[config.mk]
export PLATFORM = sky130hd
export DESIGN_NAME = mirq_csr_unit
export DESIGN_NICKNAME = d
export VERILOG_FILES = /design/src/rtl/mirq_pkg.sv /design/src/rtl/mirq_irq_select.sv /design/src/rtl/mirq_trap_target.sv /design/src/rtl/mirq_csr_unit.sv
export SDC_FILE = /design/constraint.sdc
export NUM_CORES = 1
export LEC_CHECK = 0
export ABC_AREA = 1
export BUFFER_PORTS_ARGS = -buffer_cell sky130_fd_sc_hd__clkbuf_2
export CAP_MARGIN = 20
export CELL_PAD_IN_SITES_DETAIL_PLACEMENT = 1
export CELL_PAD_IN_SITES_GLOBAL_PLACEMENT = 1
export CORE_MARGIN = 2
export CORE_UTILIZATION = 41
export CTS_CLUSTER_DIAMETER = 50
export DETAILED_ROUTE_END_ITERATION = 6
export GPL_ROUTABILITY_DRIVEN = 0
export PLACE_DENSITY = 0.82
export SYNTH_ARGS = -nofsm -noshare
export SYNTH_HDL_FRONTEND = slang
export SYNTH_SLANG_ARGS = --single-unit
export TNS_END_PERCENT = 1
[constraint.sdc]
create_clock -name clk -period 3.8 [get_ports clk]
set_input_delay 0.38 -clock clk [delete_from_list [all_inputs] [get_ports clk]]
set_output_delay 0.38 -clock clk [all_outputs]
set_load 0.02 [all_outputs]
[src/rtl/mirq_pkg.sv]
package mirq_pkg;
  typedef enum logic [1:0] {
    CSR_READ  = 2'b00,
    CSR_WRITE = 2'b01,
    CSR_SET   = 2'b10,
    CSR_CLEAR = 2'b11
  } csr_op_e;

  localparam logic [11:0] ADDR_STATUS = 12'h300;
  localparam logic [11:0] ADDR_DELEG  = 12'h303;
  localparam logic [11:0] ADDR_ENABLE = 12'h304;
  localparam logic [11:0] ADDR_TVEC   = 12'h305;
  localparam logic [11:0] ADDR_EPC    = 12'h341;
  localparam logic [11:0] ADDR_CAUSE  = 12'h342;
  localparam logic [11:0] ADDR_PEND   = 12'h344;
endpackage

[src/rtl/mirq_irq_select.sv]
module mirq_irq_select #(
  parameter int NIRQ = 12,
  parameter int CW   = 4
) (
  input  logic            clk,
  input  logic            rst,
  input  logic [NIRQ-1:0] elig,
  output logic            hit,
  output logic [CW-1:0]   idx
);
  // Highest-numbered eligible source wins.
  always_comb begin
    hit = 1'b0;
    idx = '0;
    for (int i = 0; i < NIRQ; i++) begin
      if (elig[i]) begin
        hit = 1'b1;
        idx = CW'(i);
      end
    end
  end

  assert_prio_highest_R7: assert property (@(posedge clk) disable iff (rst)
    hit |-> ((elig >> idx) == NIRQ'(1)));
  assert_none_eligible_R5: assert property (@(posedge clk) disable iff (rst)
    !hit |-> (elig == '0));
endmodule

[src/rtl/mirq_trap_target.sv]
module mirq_trap_target #(
  parameter int XLEN   = 32,
  parameter int CW     = 4,
  parameter bit VEC_EN = 1'b1
) (
  input  logic            clk,
  input  logic            rst,
  input  logic [XLEN-1:0] tvec,
  input  logic [CW-1:0]   cause,
  output logic [XLEN-1:0] target
);
  localparam int PADW = XLEN - CW - 2;

  logic [XLEN-1:0] base;
  logic [XLEN-1:0] offset;

  assign base   = {tvec[XLEN-1:2], 2'b00};
  assign offset = {{PADW{1'b0}}, cause, 2'b00};

  generate
    if (VEC_EN) begin : g_vectored
      assign target = tvec[0] ? (base + offset) : base;
    end else begin : g_direct_only
      assign target = base;
    end
  endgenerate

  assert_target_aligned_R9: assert property (@(posedge clk) disable iff (rst)
    target[1:0] == 2'b00);
endmodule

[src/rtl/mirq_csr_unit.sv]
module mirq_csr_unit
  import mirq_pkg::*;
#(
  parameter int             XLEN        = 32,
  parameter int             NIRQ        = 12,
  parameter logic [NIRQ-1:0] IRQ_WMASK   = 12'hAAA,
  parameter logic [NIRQ-1:0] DELEG_WMASK = 12'h222,
  parameter bit             VEC_EN      = 1'b1
) (
  input  logic            clk,
  input  logic            rst,
  input  logic            csr_valid,
  input  logic [1:0]      csr_op,
  input  logic [11:0]     csr_addr,
  input  logic [XLEN-1:0] csr_wdata,
  output logic [XLEN-1:0] csr_rdata,
  input  logic            mret_valid,
  input  logic [XLEN-1:0] cur_pc,
  output logic            redirect_valid,
  output logic [XLEN-1:0] redirect_pc
);
  localparam int              CW        = $clog2(NIRQ);
  localparam logic [XLEN-1:0] STAT_MASK = XLEN'(8'h88);
  localparam logic [XLEN-1:0] EPC_MASK  = ~XLEN'(3);

  // State
  logic            gie_q, gie_save_q;
  logic [NIRQ-1:0] pend_q, en_q, deleg_q;
  logic [XLEN-1:0] tvec_q, epc_q, cause_q;

  // Next state
  logic            gie_n, gie_save_n;
  logic [NIRQ-1:0] pend_n, en_n, deleg_n;
  logic [XLEN-1:0] tvec_n, epc_n, cause_n, rdata_n;
  logic [XLEN-1:0] merged;

  logic [NIRQ-1:0] elig;
  logic            hit, take, do_mret, wr_en;
  logic [CW-1:0]   sel;
  logic [XLEN-1:0] tgt, stat_view;
  csr_op_e         op;

  function automatic logic [XLEN-1:0] merge(input csr_op_e o, input logic [XLEN-1:0] old,
                                            input logic [XLEN-1:0] wd, input logic [XLEN-1:0] msk);
    case (o)
      CSR_WRITE: return (old & ~msk) | (wd & msk);
      CSR_SET:   return old | (wd & msk);
      CSR_CLEAR: return old & ~(wd & msk);
      default:   return old;
    endcase
  endfunction

  assign op        = csr_op_e'(csr_op);
  assign elig      = pend_q & en_q & ~deleg_q;
  assign take      = hit & gie_q;
  assign do_mret   = mret_valid & ~take;
  assign wr_en     = csr_valid & ~take & ~mret_valid & (op != CSR_READ);
  assign stat_view = XLEN'({gie_save_q, 3'b000, gie_q, 3'b000});

  mirq_irq_select #(.NIRQ(NIRQ), .CW(CW)) u_select (
    .clk(clk), .rst(rst), .elig(elig), .hit(hit), .idx(sel)
  );

  mirq_trap_target #(.XLEN(XLEN), .CW(CW), .VEC_EN(VEC_EN)) u_target (
    .clk(clk), .rst(rst), .tvec(tvec_q), .cause(sel), .target(tgt)
  );

  always_comb begin
    gie_n      = gie_q;
    gie_save_n = gie_save_q;
    pend_n     = pend_q;
    en_n       = en_q;
    deleg_n    = deleg_q;
    tvec_n     = tvec_q;
    epc_n      = epc_q;
    cause_n    = cause_q;
    merged     = '0;
    if (wr_en) begin
      case (csr_addr)
        ADDR_STATUS: begin
          merged     = merge(op, stat_view, csr_wdata, STAT_MASK);
          gie_n      = merged[3];
          gie_save_n = merged[7];
        end
        ADDR_PEND: begin
          merged = merge(op, XLEN'(pend_q), csr_wdata, XLEN'(IRQ_WMASK));
          pend_n = merged[NIRQ-1:0];
        end
        ADDR_ENABLE: begin
          merged = merge(op, XLEN'(en_q), csr_wdata, XLEN'(IRQ_WMASK));
          en_n   = merged[NIRQ-1:0];
        end
        ADDR_DELEG: begin
          merged  = merge(op, XLEN'(deleg_q), csr_wdata, XLEN'(DELEG_WMASK));
          deleg_n = merged[NIRQ-1:0];
        end
        ADDR_TVEC:  tvec_n  = merge(op, tvec_q, csr_wdata, '1);
        ADDR_EPC:   epc_n   = merge(op, epc_q, csr_wdata, EPC_MASK);
        ADDR_CAUSE: cause_n = merge(op, cause_q, csr_wdata, '1);
        default: ;
      endcase
    end
    if (take) begin
      gie_save_n = gie_q;
      gie_n      = 1'b0;
      epc_n      = {cur_pc[XLEN-1:2], 2'b00};
      cause_n    = {1'b1, (XLEN-1)'(sel)};
    end else if (do_mret) begin
      gie_n      = gie_save_q;
      gie_save_n = 1'b1;
    end
  end

  // Read returns the post-update value of the addressed register.
  always_comb begin
    case (csr_addr)
      ADDR_STATUS: rdata_n = XLEN'({gie_save_n, 3'b000, gie_n, 3'b000});
      ADDR_PEND:   rdata_n = XLEN'(pend_n);
      ADDR_ENABLE: rdata_n = XLEN'(en_n);
      ADDR_DELEG:  rdata_n = XLEN'(deleg_n);
      ADDR_TVEC:   rdata_n = tvec_n;
      ADDR_EPC:    rdata_n = epc_n;
      ADDR_CAUSE:  rdata_n = cause_n;
      default:     rdata_n = '0;
    endcase
  end

  always_ff @(posedge clk) begin
    if (rst) begin
      gie_q          <= 1'b0;
      gie_save_q     <= 1'b0;
      pend_q         <= '0;
      en_q           <= '0;
      deleg_q        <= '0;
      tvec_q         <= '0;
      epc_q          <= '0;
      cause_q        <= '0;
      csr_rdata      <= '0;
      redirect_valid <= 1'b0;
      redirect_pc    <= '0;
    end else begin
      gie_q          <= gie_n;
      gie_save_q     <= gie_save_n;
      pend_q         <= pend_n;
      en_q           <= en_n;
      deleg_q        <= deleg_n;
      tvec_q         <= tvec_n;
      epc_q          <= epc_n;
      cause_q        <= cause_n;
      if (csr_valid) csr_rdata <= rdata_n;
      redirect_valid <= take | do_mret;
      redirect_pc    <= take ? tgt : epc_q;
    end
  end

  assert_trap_disables_R8: assert property (@(posedge clk) disable iff (rst)
    take |=> (redirect_valid && !gie_q && gie_save_q));
  assert_epc_capture_R8: assert property (@(posedge clk) disable iff (rst)
    take |=> (epc_q == {$past(cur_pc[XLEN-1:2]), 2'b00}));
  assert_deleg_blocks_R6: assert property (@(posedge clk) disable iff (rst)
    take |-> !deleg_q[sel]);
  assert_pend_sticky_R10: assert property (@(posedge clk) disable iff (rst)
    take |=> (pend_q == $past(pend_q)));
  assert_mret_restore_R11: assert property (@(posedge clk) disable iff (rst)
    (mret_valid && !take) |=> (gie_save_q && (gie_q == $past(gie_save_q)) && redirect_valid));
  assert_trap_beats_write_R12: assert property (@(posedge clk) disable iff (rst)
    (take && csr_valid) |=> (cause_q[XLEN-1] && (epc_q[1:0] == 2'b00)));
endmodule

* After elaboration in Yosys (flattened, before gate mapping) *
Cells that the tools add are included.

operators by class
  $add $sub $neg = 1
  eq/ne operators = 10
  multiplexer cells = 55
  bitwise logic cells = 34
  reductions and logical operators = 1

operators by type and width
  cell                                                               number
  32-bit 2-to-1 mux                                                  10
  32-bit one-hot mux with 3 select lines                             3
  32-bit one-hot mux with 7 select lines                             1
  12-bit one-hot mux with 3 select lines                             3
  32-bit AND                                                         3
  32-bit OR                                                          3
  12-bit by 10-bit == test with 1-bit output, second input constant  7
  12-bit 2-to-1 mux                                                  6
  32-bit NOT                                                         2
  12-bit AND                                                         5
  32-bit by 6-bit adder with 32-bit output                           1
  2-bit by 32-bit OR with 32-bit output                              1
  12-bit NOT                                                         2
  11-bit by 12-bit OR with 12-bit output                             2
  12-bit by 10-bit OR with 12-bit output                             2
  12-bit OR                                                          2
  8-bit one-hot mux with 3 select lines                              1
  1-bit 2-to-1 mux                                                   21
  4-bit 2-to-1 mux                                                   4
  3-bit 2-to-1 mux                                                   4
  10-bit NOT with 12-bit output                                      1
  8-bit AND                                                          1
  8-bit NOT                                                          1
  8-bit OR                                                           1
  7 further kinds                                                    14

storage, ports and cells
  bits in registers = 199
  input bits = 82

* Depth between registers and ports, before layout *
Gate-level depths: netlist of run 1.

  depth in word-level cells = 23
  gate-level depth with buffers = 28
  depth with buffers taken out = 28

* Cells and area by module *
A second synthesis of run 1 with hierarchy kept.

unflattened totals
  cell total of the unflattened synthesis = 1773
  area, all modules = 10969.3 sq um

by module, submodules not included
  module            times used  cells an instance  area an instance (sq um)
  mirq_csr_unit     1           1506               9671.8
  mirq_trap_target  1           234                1164.9
  mirq_irq_select   1           33                 132.6

* Worst setup path after synthesis of run 1 *
OpenSTA, ideal clock, no wires.

  kind = reg2reg
  from = reg en_q[1]
  to = reg redirect_pc[24]
  setup time = 113 ps
  arrival time = 2979 ps
  data required time = 3687 ps
  slack = 708 ps
  stages on the path, launching flop included = 27
  path buffers = 0
  cell sequence = dfxtp_1 -> nand3_1 -> o21ai_0 -> nand2_1 -> nand2_1 -> nand2_1 -> nand2_1 -> nand2_1 -> nand2_1 -> nand2_1 -> nand2_1 -> ha_1 -> inv_1 -> fa_1 -> inv_1 -> a31oi_1 -> nor2_1 -> nand2_1 -> nor2_1 -> nand2_1 -> nor2_2 -> nand3_1 -> nor2_1 -> nand2_1 -> xor2_1 -> o21ai_1 -> inv_1

on the way
  word-level cells in the longest chain between the ends = 16

ends and longest elaborated chain
  item                                      line                    source
  start, declared                           mirq_csr_unit.sv:28     logic [NIRQ-1:0] pend_q, en_q, deleg_q;
  start signal, assigned                    mirq_csr_unit.sv:145    en_q <= en_n;
  12-bit AND (*) (2 in series)              mirq_csr_unit.sv:54     assign elig = pend_q & en_q & ~deleg_q;
  1-bit 2-to-1 mux                          mirq_irq_select.sv:16   if (elig[i]) begin
  2-bit 2-to-1 mux (2 in series)            mirq_irq_select.sv:16
  3-bit 2-to-1 mux (4 in series)            mirq_irq_select.sv:16
  4-bit 2-to-1 mux (4 in series)            mirq_irq_select.sv:16
  32-bit by 6-bit adder with 32-bit output  mirq_trap_target.sv:22  assign target = tvec[0] ? (base + offset) : base;
  32-bit 2-to-1 mux                         mirq_trap_target.sv:22
  32-bit 2-to-1 mux (*)                     mirq_csr_unit.sv:152    redirect_pc <= take ? tgt : epc_q;
  end signal, assigned                      mirq_csr_unit.sv:152
  end, declared                             mirq_csr_unit.sv:20     output logic [XLEN-1:0] redirect_pc

Every way passes the cells marked *; elsewhere a longest branch is shown, timed or not.
A chain may end at the register's enable or synchronous reset.

* Final worst setup path of run 1 *
  from = reg deleg_q[1]
  to = reg redirect_pc[28]

on the way
  word-level cells in the longest chain between the ends = 16

ends and longest elaborated chain
  item                                      line                    source
  start, declared                           mirq_csr_unit.sv:28
  start signal, assigned                    mirq_csr_unit.sv:146    deleg_q <= deleg_n;
  12-bit NOT (*)                            mirq_csr_unit.sv:54
  12-bit AND (*)                            mirq_csr_unit.sv:54
  1-bit 2-to-1 mux                          mirq_irq_select.sv:16
  2-bit 2-to-1 mux (2 in series)            mirq_irq_select.sv:16
  3-bit 2-to-1 mux (4 in series)            mirq_irq_select.sv:16
  4-bit 2-to-1 mux (4 in series)            mirq_irq_select.sv:16
  32-bit by 6-bit adder with 32-bit output  mirq_trap_target.sv:22
  32-bit 2-to-1 mux                         mirq_trap_target.sv:22
  32-bit 2-to-1 mux (*)                     mirq_csr_unit.sv:152

Marked as above.

==> results.yml, run 1 <==
timing:
  slew_headroom_pct: 34.5
  final.setup_skew_ns: 0.0149
  worst_pin_slew_ns: 0.983
  hold_viol_final: 0
  setup_tns_ns: 0
  post-route-period-util_pct: 93.0
  rsz0062_at_grt: "yes"
  setup_viol: 0
  max_freq_mhz: 283
  final-max-slew-violation-count: 0
  min_period_ns: 3.53
power:
  ir_drop_uv: 311
  seqPwrFrac_pct: 46.3
  power.static_leakage_nw: 6.88
  switching_share_pct: 28.9
  p_comb_share_pct: 10.7
  internal_power_w: 0.00324
  clockPowerShare_pct: 43.0
  powerDensity_mw_per_mm2: 308
  p_switching_w: 0.00132
clocking:
  clockBufferDepth: 2
  clkSinkCount: 199
  cts_made_buffers: 17
  tritoncts: "yes"
  clkTransAtPathRegs_ns: 0.09
  clk_latency_ns: 0.46
  root_buffer: "clkbuf_16"
  h-tree-depth: 4
  cts_hold_buf: 0
critical_path:
  reg2reg_setup_slack_ns: 0.27
  cp-startpoint: "deleg_q[1]$_SDFF_PP0_"
  worstSetupEndpoint: "redirect_pc[28]$_SDFF_PP0_"
  crit_path_max_incr_delay_ns: 0.43
  critPathKind: "flip-flop to flip-flop"
  crit_family: "simple AND/OR/NAND/NOR gates"
  r2r_end: "redirect_pc[28]$_SDFF_PP0_"
  critPathRequiredTime_ns: 4.11
  worst_path_most_repeated_cell: "nand2_1"
  crit_buf_inv: 4
  slowest_stage: "fa_1"
  worstSetupStartpointType: "flip-flop"
  arrival_ns: 3.85
  end_kind: "flip-flop"
  r2r_start: "deleg_q[1]$_SDFF_PP0_"
  ff2ff_path_depth: 26
  cp_max_fo: 3
  crit_cells: 26
route:
  first_iter_violations: 1506
  routed_wl_um: 55800
  drt_pass1_iterations: 5
  viasPerCell: 5.70
  antenna_left: 0
  vias: 15909
  drc: 0
  wl_per_cell_um: 20.0
global_route:
  grt_pass1_wl_um: 86400
  antenna_found_initial: 1
  grt_max_degree: 83
  grt_util_all_layers_pct: 33.4
  grt_pass1_vias: 15811
  overflow: 0
finish:
  num-nets-final: 2461
  synthToLayoutAreaGrowth_pct: 13.0
  drive_gt1_share_pct: 11.0
  n_fill_cell: 4501
  finalNonFillerCells: 2790
  regArea_sq_mm: 0.00399
  multi_input_area_sq_mm: 0.00759
  post-route-cell-area_sq_mm: 0.0148
placed_design:
  hpwl_um: 39900
  portBuffers: 144
  placed_area_sq_mm: 0.0141
  dp.cells: 2755
logic_synthesis:
  syn_inst: 2280
  ys_seq_area_share_pct: 30.4
  synth_top_area_cell: "dfxtp_1"
  ys_types: 47
  synth_edf_count: 0
  ys.flop_type: "dfxtp_1"
  synth_top_area_share_pct: 30.4
  syn_nets: 2367
  yosys_register_bits: 199
  yosysWarningCount: 0
  synth_area_sq_mm: 0.0131
  synth_area_leaders: "dfxtp_1 (30%), nand2_1 (23%), o21ai_0 (9.1%)"
  synth-async-reset-ratio_pct: 0
  avgSynthCellArea_sq_um: 5.75
min_path:
  hp-start: "cur_pc[25]"
  worstHoldPathType: "primary input to flip-flop"
floorplanning:
  fp.dieH_um: 183
  start_util_pct: 41.6
  rows: 65
  die_x_um: 183
  core_area_sq_mm: 0.0315
  ios: 147
  dieArea_sq_mm: 0.0334
flow_run:
  drv_cap: 0
outcome:
  outcome: "finished, final reports clean"
[cell families (layout without fill, tap and decap cells)]
| family | Yosys count | count (layout) | synth area share, % |
|---|---|---|---|
| and+or+nand+nor | 1191 | 1191 | 36.8 |
| adders and majority gates | 5 | 5 | 0.535 |
| other | 0 | 1 | 0 |
| xor gates and xnor gates | 17 | 17 | 1.14 |
| muxes | 1 | 1 | 0.0764 |
| buffers and inverters | 391 | 498 | 12.0 |
| DFF | 199 | 199 | 30.4 |
| AOI/OAI and AO/OA | 476 | 476 | 19.0 |
[cells in the final DEF (no fill, tap or decap), types with 17 or more instances in the layout]
| master | n |
|---|---|
| a21oi_1 | 165 |
| buf_4 | 44 |
| clkbuf_16 | 17 |
| clkbuf_2 | 142 |
| dfxtp_1 | 198 |
| inv_1 | 262 |
| nand2_1 | 818 |
| nand3_1 | 120 |
| nand4_1 | 30 |
| nor2_1 | 178 |
| o21ai_0 | 237 |
| o21ai_1 | 34 |
[final cells by class]
type | count | share of cell area, %
Multi-Input combinational cell | 1690 | 51.3
Sequential cell | 199 | 26.9
Timing Repair Buffer | 188 | 7.24
Inverter | 278 | 7.05
Tap cell | 402 | 3.40
Clock buffer | 17 | 2.87
Clock inverter | 15 | 1.24
Antenna cell | 1 | 0.0169
[how the worst min path moves through the flow]
stage / to / slack, ns / cells after the start
after floorplan: pend_q[2]$_SDFF_PP0_ / 0.42 / 2
after global placement: en_q[10]$_SDFF_PP0_ / 0.43 / 2
after detailed placement: en_q[4]$_SDFF_PP0_ / 0.44 / 2
after CTS: epc_q[25]$_SDFF_PP0_ / 0.18 / 3
after global routing: epc_q[14]$_SDFF_PP0_ / 0.19 / 3
final: epc_q[25]$_SDFF_PP0_ / 0.19 / 3
[power groups by stage]
stage / logic, W / registers [W] / clock network [W]
finish: 0.000487 / 0.00211 / 0.00196
global route: 0.000539 / 0.00212 / 0.00204
CTS: 0.000478 / 0.00211 / 0.00197
detailed placement: 0.000474 / 0.00216 / 0
global placement: 0.000456 / 0.00216 / 0
floorplan: 0.000305 / 0.00216 / 0
[sequential cells by signal (all words and copies together), names as in the netlist]
register        cells
cause_q            32
csr_rdata          32
epc_q              32
redirect_pc        32
tvec_q             32
deleg_q            12
en_q               12
pend_q             12
gie_q               1
gie_save_q          1
redirect_valid      1
[layer usage]
layer	GRT usage [%]	vias to the layer above	routed length (um)
met5	0	-	0
met4	12.9	0	1810
met3	8.02	130	5110
met2	51.5	626	24300
met1	45.1	7717	24600
li1	-	7436	-
[metrics by stage]
stage / utilization (%) / worst slack (ns) / power, W / hold slack (ns)
after floorplan: - / 0.708 / 0.00246 / 0.416
after global placement: 44.9 / 0.264 / 0.00262 / 0.427
after detailed placement: 44.9 / 0.126 / 0.00264 / 0.435
after CTS: 46.8 / 0.0903 / 0.00456 / 0.179
after global routing: 47.0 / -0.0381 / 0.00470 / 0.190
final: 47.0 / 0.267 / 0.00456 / 0.189
[cell usage after synthesis, types with 2 or more instances]
cell type,count
o21a_1,4
o21ai_0,238
nand4_1,30
a21oi_1,165
nand3_1,122
nor2_2,7
o211ai_1,10
xor2_1,15
buf_4,5
o21ai_1,33
or2_2,4
nor2_4,2
dfxtp_1,199
inv_2,8
inv_1,264
nand3_2,3
nor4_1,2
xnor2_1,2
buf_6,6
nor2_1,183
o32ai_1,2
o22ai_1,11
clkinv_1,6
buf_1,9
buf_2,35
nand2_1,819
a31oi_1,5
clkbuf_1,57
nor3_1,13
ha_1,4
[worst reg2reg max path, stage by stage, from the launching register on]
cell,delay [ns]
dfxtp_1,0.33
inv_1,0.09
nand3_1,0.11
o21ai_1,0.15
nand2_1,0.06
nand2_1,0.06
nand2_1,0.05
nand2_1,0.06
nand2_1,0.05
nand2_1,0.07
nand2_1,0.07
nand2_1,0.08
ha_1,0.16
inv_1,0.06
fa_1,0.43
inv_1,0.07
a31oi_1,0.09
nor2_1,0.19
nand2_2,0.11
nor2_4,0.12
nand2_1,0.13
nor2_2,0.15
buf_4,0.14
nand2_1,0.09
nor2_4,0.18
xor2_1,0.18
a211oi_1,0.09
[what timing repair did]
action | 4_1_cts | 5_1_grt
gates resized for setup | 0 | 14
buffers inserted | 0 | 2
endpoints found under the setup margin | 0 | 10
No activity file was read; power rests on OpenSTA's default activity.
==> run 2, diff against run 1 <==
CORE_UTILIZATION = 42   (was 41)
PLACE_DENSITY = 0.84   (was 0.82)
clock period = 4.2 ns   (was 3.8 ns; I/O delays follow)
==> results.yml, run 2 (synthesis results as in run 1) <==
floorplanning:
  core_area_sq_mm: 0.0307
  ios: 147
  dieArea_sq_mm: 0.0326
  start_util_pct: 42.7
  fp.dieH_um: 181
  rows: 64
  die_x_um: 181
critical_path:
  crit_cells: 26
  ff2ff_path_depth: 26
  crit_family: "simple AND/OR/NAND/NOR gates"
  cp_max_fo: 4
  reg2reg_setup_slack_ns: 0.46
  crit_path_max_incr_delay_ns: 0.43
  worstSetupEndpoint: "redirect_pc[28]$_SDFF_PP0_"
  arrival_ns: 4.06
  cp-startpoint: "deleg_q[2]$_SDFF_PP0_"
  worstSetupStartpointType: "flip-flop"
  critPathKind: "flip-flop to flip-flop"
  r2r_start: "deleg_q[2]$_SDFF_PP0_"
  worst_path_most_repeated_cell: "nand2_1"
  critPathRequiredTime_ns: 4.51
  end_kind: "flip-flop"
  crit_buf_inv: 4
  r2r_end: "redirect_pc[28]$_SDFF_PP0_"
  slowest_stage: "fa_1"
timing:
  final.setup_skew_ns: 0.0182
  max_freq_mhz: 267
  rsz0062_at_grt: "no"
  setup_viol: 0
  min_period_ns: 3.74
  final-max-slew-violation-count: 0
  hold_viol_final: 0
  worst_pin_slew_ns: 1.08
  slew_headroom_pct: 27.7
  setup_tns_ns: 0
  post-route-period-util_pct: 89.1
placed_design:
  portBuffers: 144
  dp.cells: 2741
  hpwl_um: 39300
finish:
  final_common_cell: "nand2_1"
  layout_common_cells: "nand2_1 (819), inv_1 (263), o21ai_0 (238)"
  num-nets-final: 2451
  synthToLayoutAreaGrowth_pct: 12.0
  drive_gt1_share_pct: 10.1
  finalNonFillerCells: 2773
power:
  seqPwrFrac_pct: 47.2
  ir_drop_uv: 301
  clockPowerShare_pct: 41.9
  total_power_w: 0.00405
  internal_power_w: 0.00292
  switching_share_pct: 27.8
  p_switching_w: 0.00113
  powerDensity_mw_per_mm2: 276
  p_comb_share_pct: 10.9
  power.static_leakage_nw: 6.81
clocking:
  h-tree-depth: 4
  clockBufferDepth: 2
  clk_latency_ns: 0.47
  tritoncts: "yes"
  clkTransAtPathRegs_ns: 0.08
  root_buffer: "clkbuf_16"
  clkSinkCount: 199
  cts_made_buffers: 17
  post-cts-setup-buffers: 0
route:
  drc: 0
  wl_per_cell_um: 19.9
  vias: 15849
  drt_pass1_iterations: 6
  routed_wl_um: 55100
  viasPerCell: 5.72
  antenna_left: 0
  first_iter_violations: 1556
global_route:
  overflow: 0
  grt_max_degree: 82
  grt_pass1_wl_um: 85200
  antenna_found_initial: 2
  grt_util_all_layers_pct: 33.1
  grt_pass1_vias: 15528
outcome:
  outcome: "finished, final reports clean"
flow_run:
  drv_cap: 0
min_path:
  worstHoldPathType: "primary input to flip-flop"
==> run 2: changes by cell type in the layout (fill, tap and decap cells not counted), moves of 2 or more <==
cell and change:
buf_12 +2, buf_4 -12, clkbuf_1 +3, clkinv_4 +2, inv_6 -7, nand3_1 +2
nand3_2 -2, nor2_1 +3, nor2_4 -2
==> run 2: stage by stage <==
step	instance area, sq um	setup slack [ns]	utilization, %	hold slack [ns]
floorplan	13100	1.11	-	0.416
global placement	14100	0.612	45.9	0.429
detailed placement	14100	0.459	45.9	0.431
CTS	14700	0.451	47.8	0.208
global route	14700	0.0585	47.9	0.246
finish	14700	0.459	47.9	0.220
==> run 2: what timing repair did <==
item	CTS	global route
hold buffers	0	0
endpoints found under the setup margin	0	2
gates resized for setup	0	3
==> run 2: layout make-up <==
class	count	area, sq um
Antenna cell	1	2.50
Clock buffer	21	450
Clock inverter	10	125
Fill cell	4441	16000
Inverter	278	1040
Multi-Input combinational cell	1690	7550
Sequential cell	199	3980
Tap cell	396	495
Timing Repair Buffer	178	1020
==> run 2: power groups by stage <==
stage          logic [W]  registers, W  clock network, W
2_1_floorplan   0.000276       0.00195                 0
3_3_place_gp    0.000411       0.00195                 0
3_5_place_dp    0.000429       0.00196                 0
4_1_cts         0.000433       0.00191           0.00171
5_1_grt         0.000487       0.00191           0.00178
6_report        0.000443       0.00191           0.00170
==> run 2: metal layers <==
layer | track usage, % | wire (um)
met1 | 44.0 | 23600
met2 | 52.0 | 24300
met3 | 8.16 | 5710
met4 | 11.6 | 1540
met5 | 0 | 13
==> run 2: worst min-delay path by stage <==
stage                         start                   end  slack (ns)  depth (start not counted)
5_1_grt                  cur_pc[23]  epc_q[23]$_SDFF_PP0_        0.25                          3
4_1_cts                  cur_pc[23]  epc_q[23]$_SDFF_PP0_        0.21                          3
3_3_place_gp   pend_q[0]$_SDFF_PP0_  pend_q[0]$_SDFF_PP0_        0.43                          2
6_report                 cur_pc[23]  epc_q[23]$_SDFF_PP0_        0.22                          3
2_1_floorplan  pend_q[2]$_SDFF_PP0_  pend_q[2]$_SDFF_PP0_        0.42                          2
3_5_place_dp   pend_q[0]$_SDFF_PP0_  pend_q[0]$_SDFF_PP0_        0.43                          2
==> run 2: worst register-to-register path: stages (launching register included) <==
cell and delay, ns:
dfxtp_1 0.32, inv_1 0.06, nand3_1 0.14, inv_1 0.05, o21ai_0 0.16, nand2_1 0.08, nand2_1 0.07, nand2_1 0.05
nand2_1 0.07, nand2_1 0.05, nand2_1 0.06, nand2_1 0.07, nand2_1 0.08, ha_1 0.17, inv_1 0.06, fa_1 0.43
inv_1 0.07, a31oi_1 0.10, nor2_1 0.19, nand2_1 0.11, nor2_2 0.15, nand2_1 0.12, nor2_2 0.19, nand2_1 0.10
nor2_1 0.30, xor2_1 0.24, a211oi_1 0.09
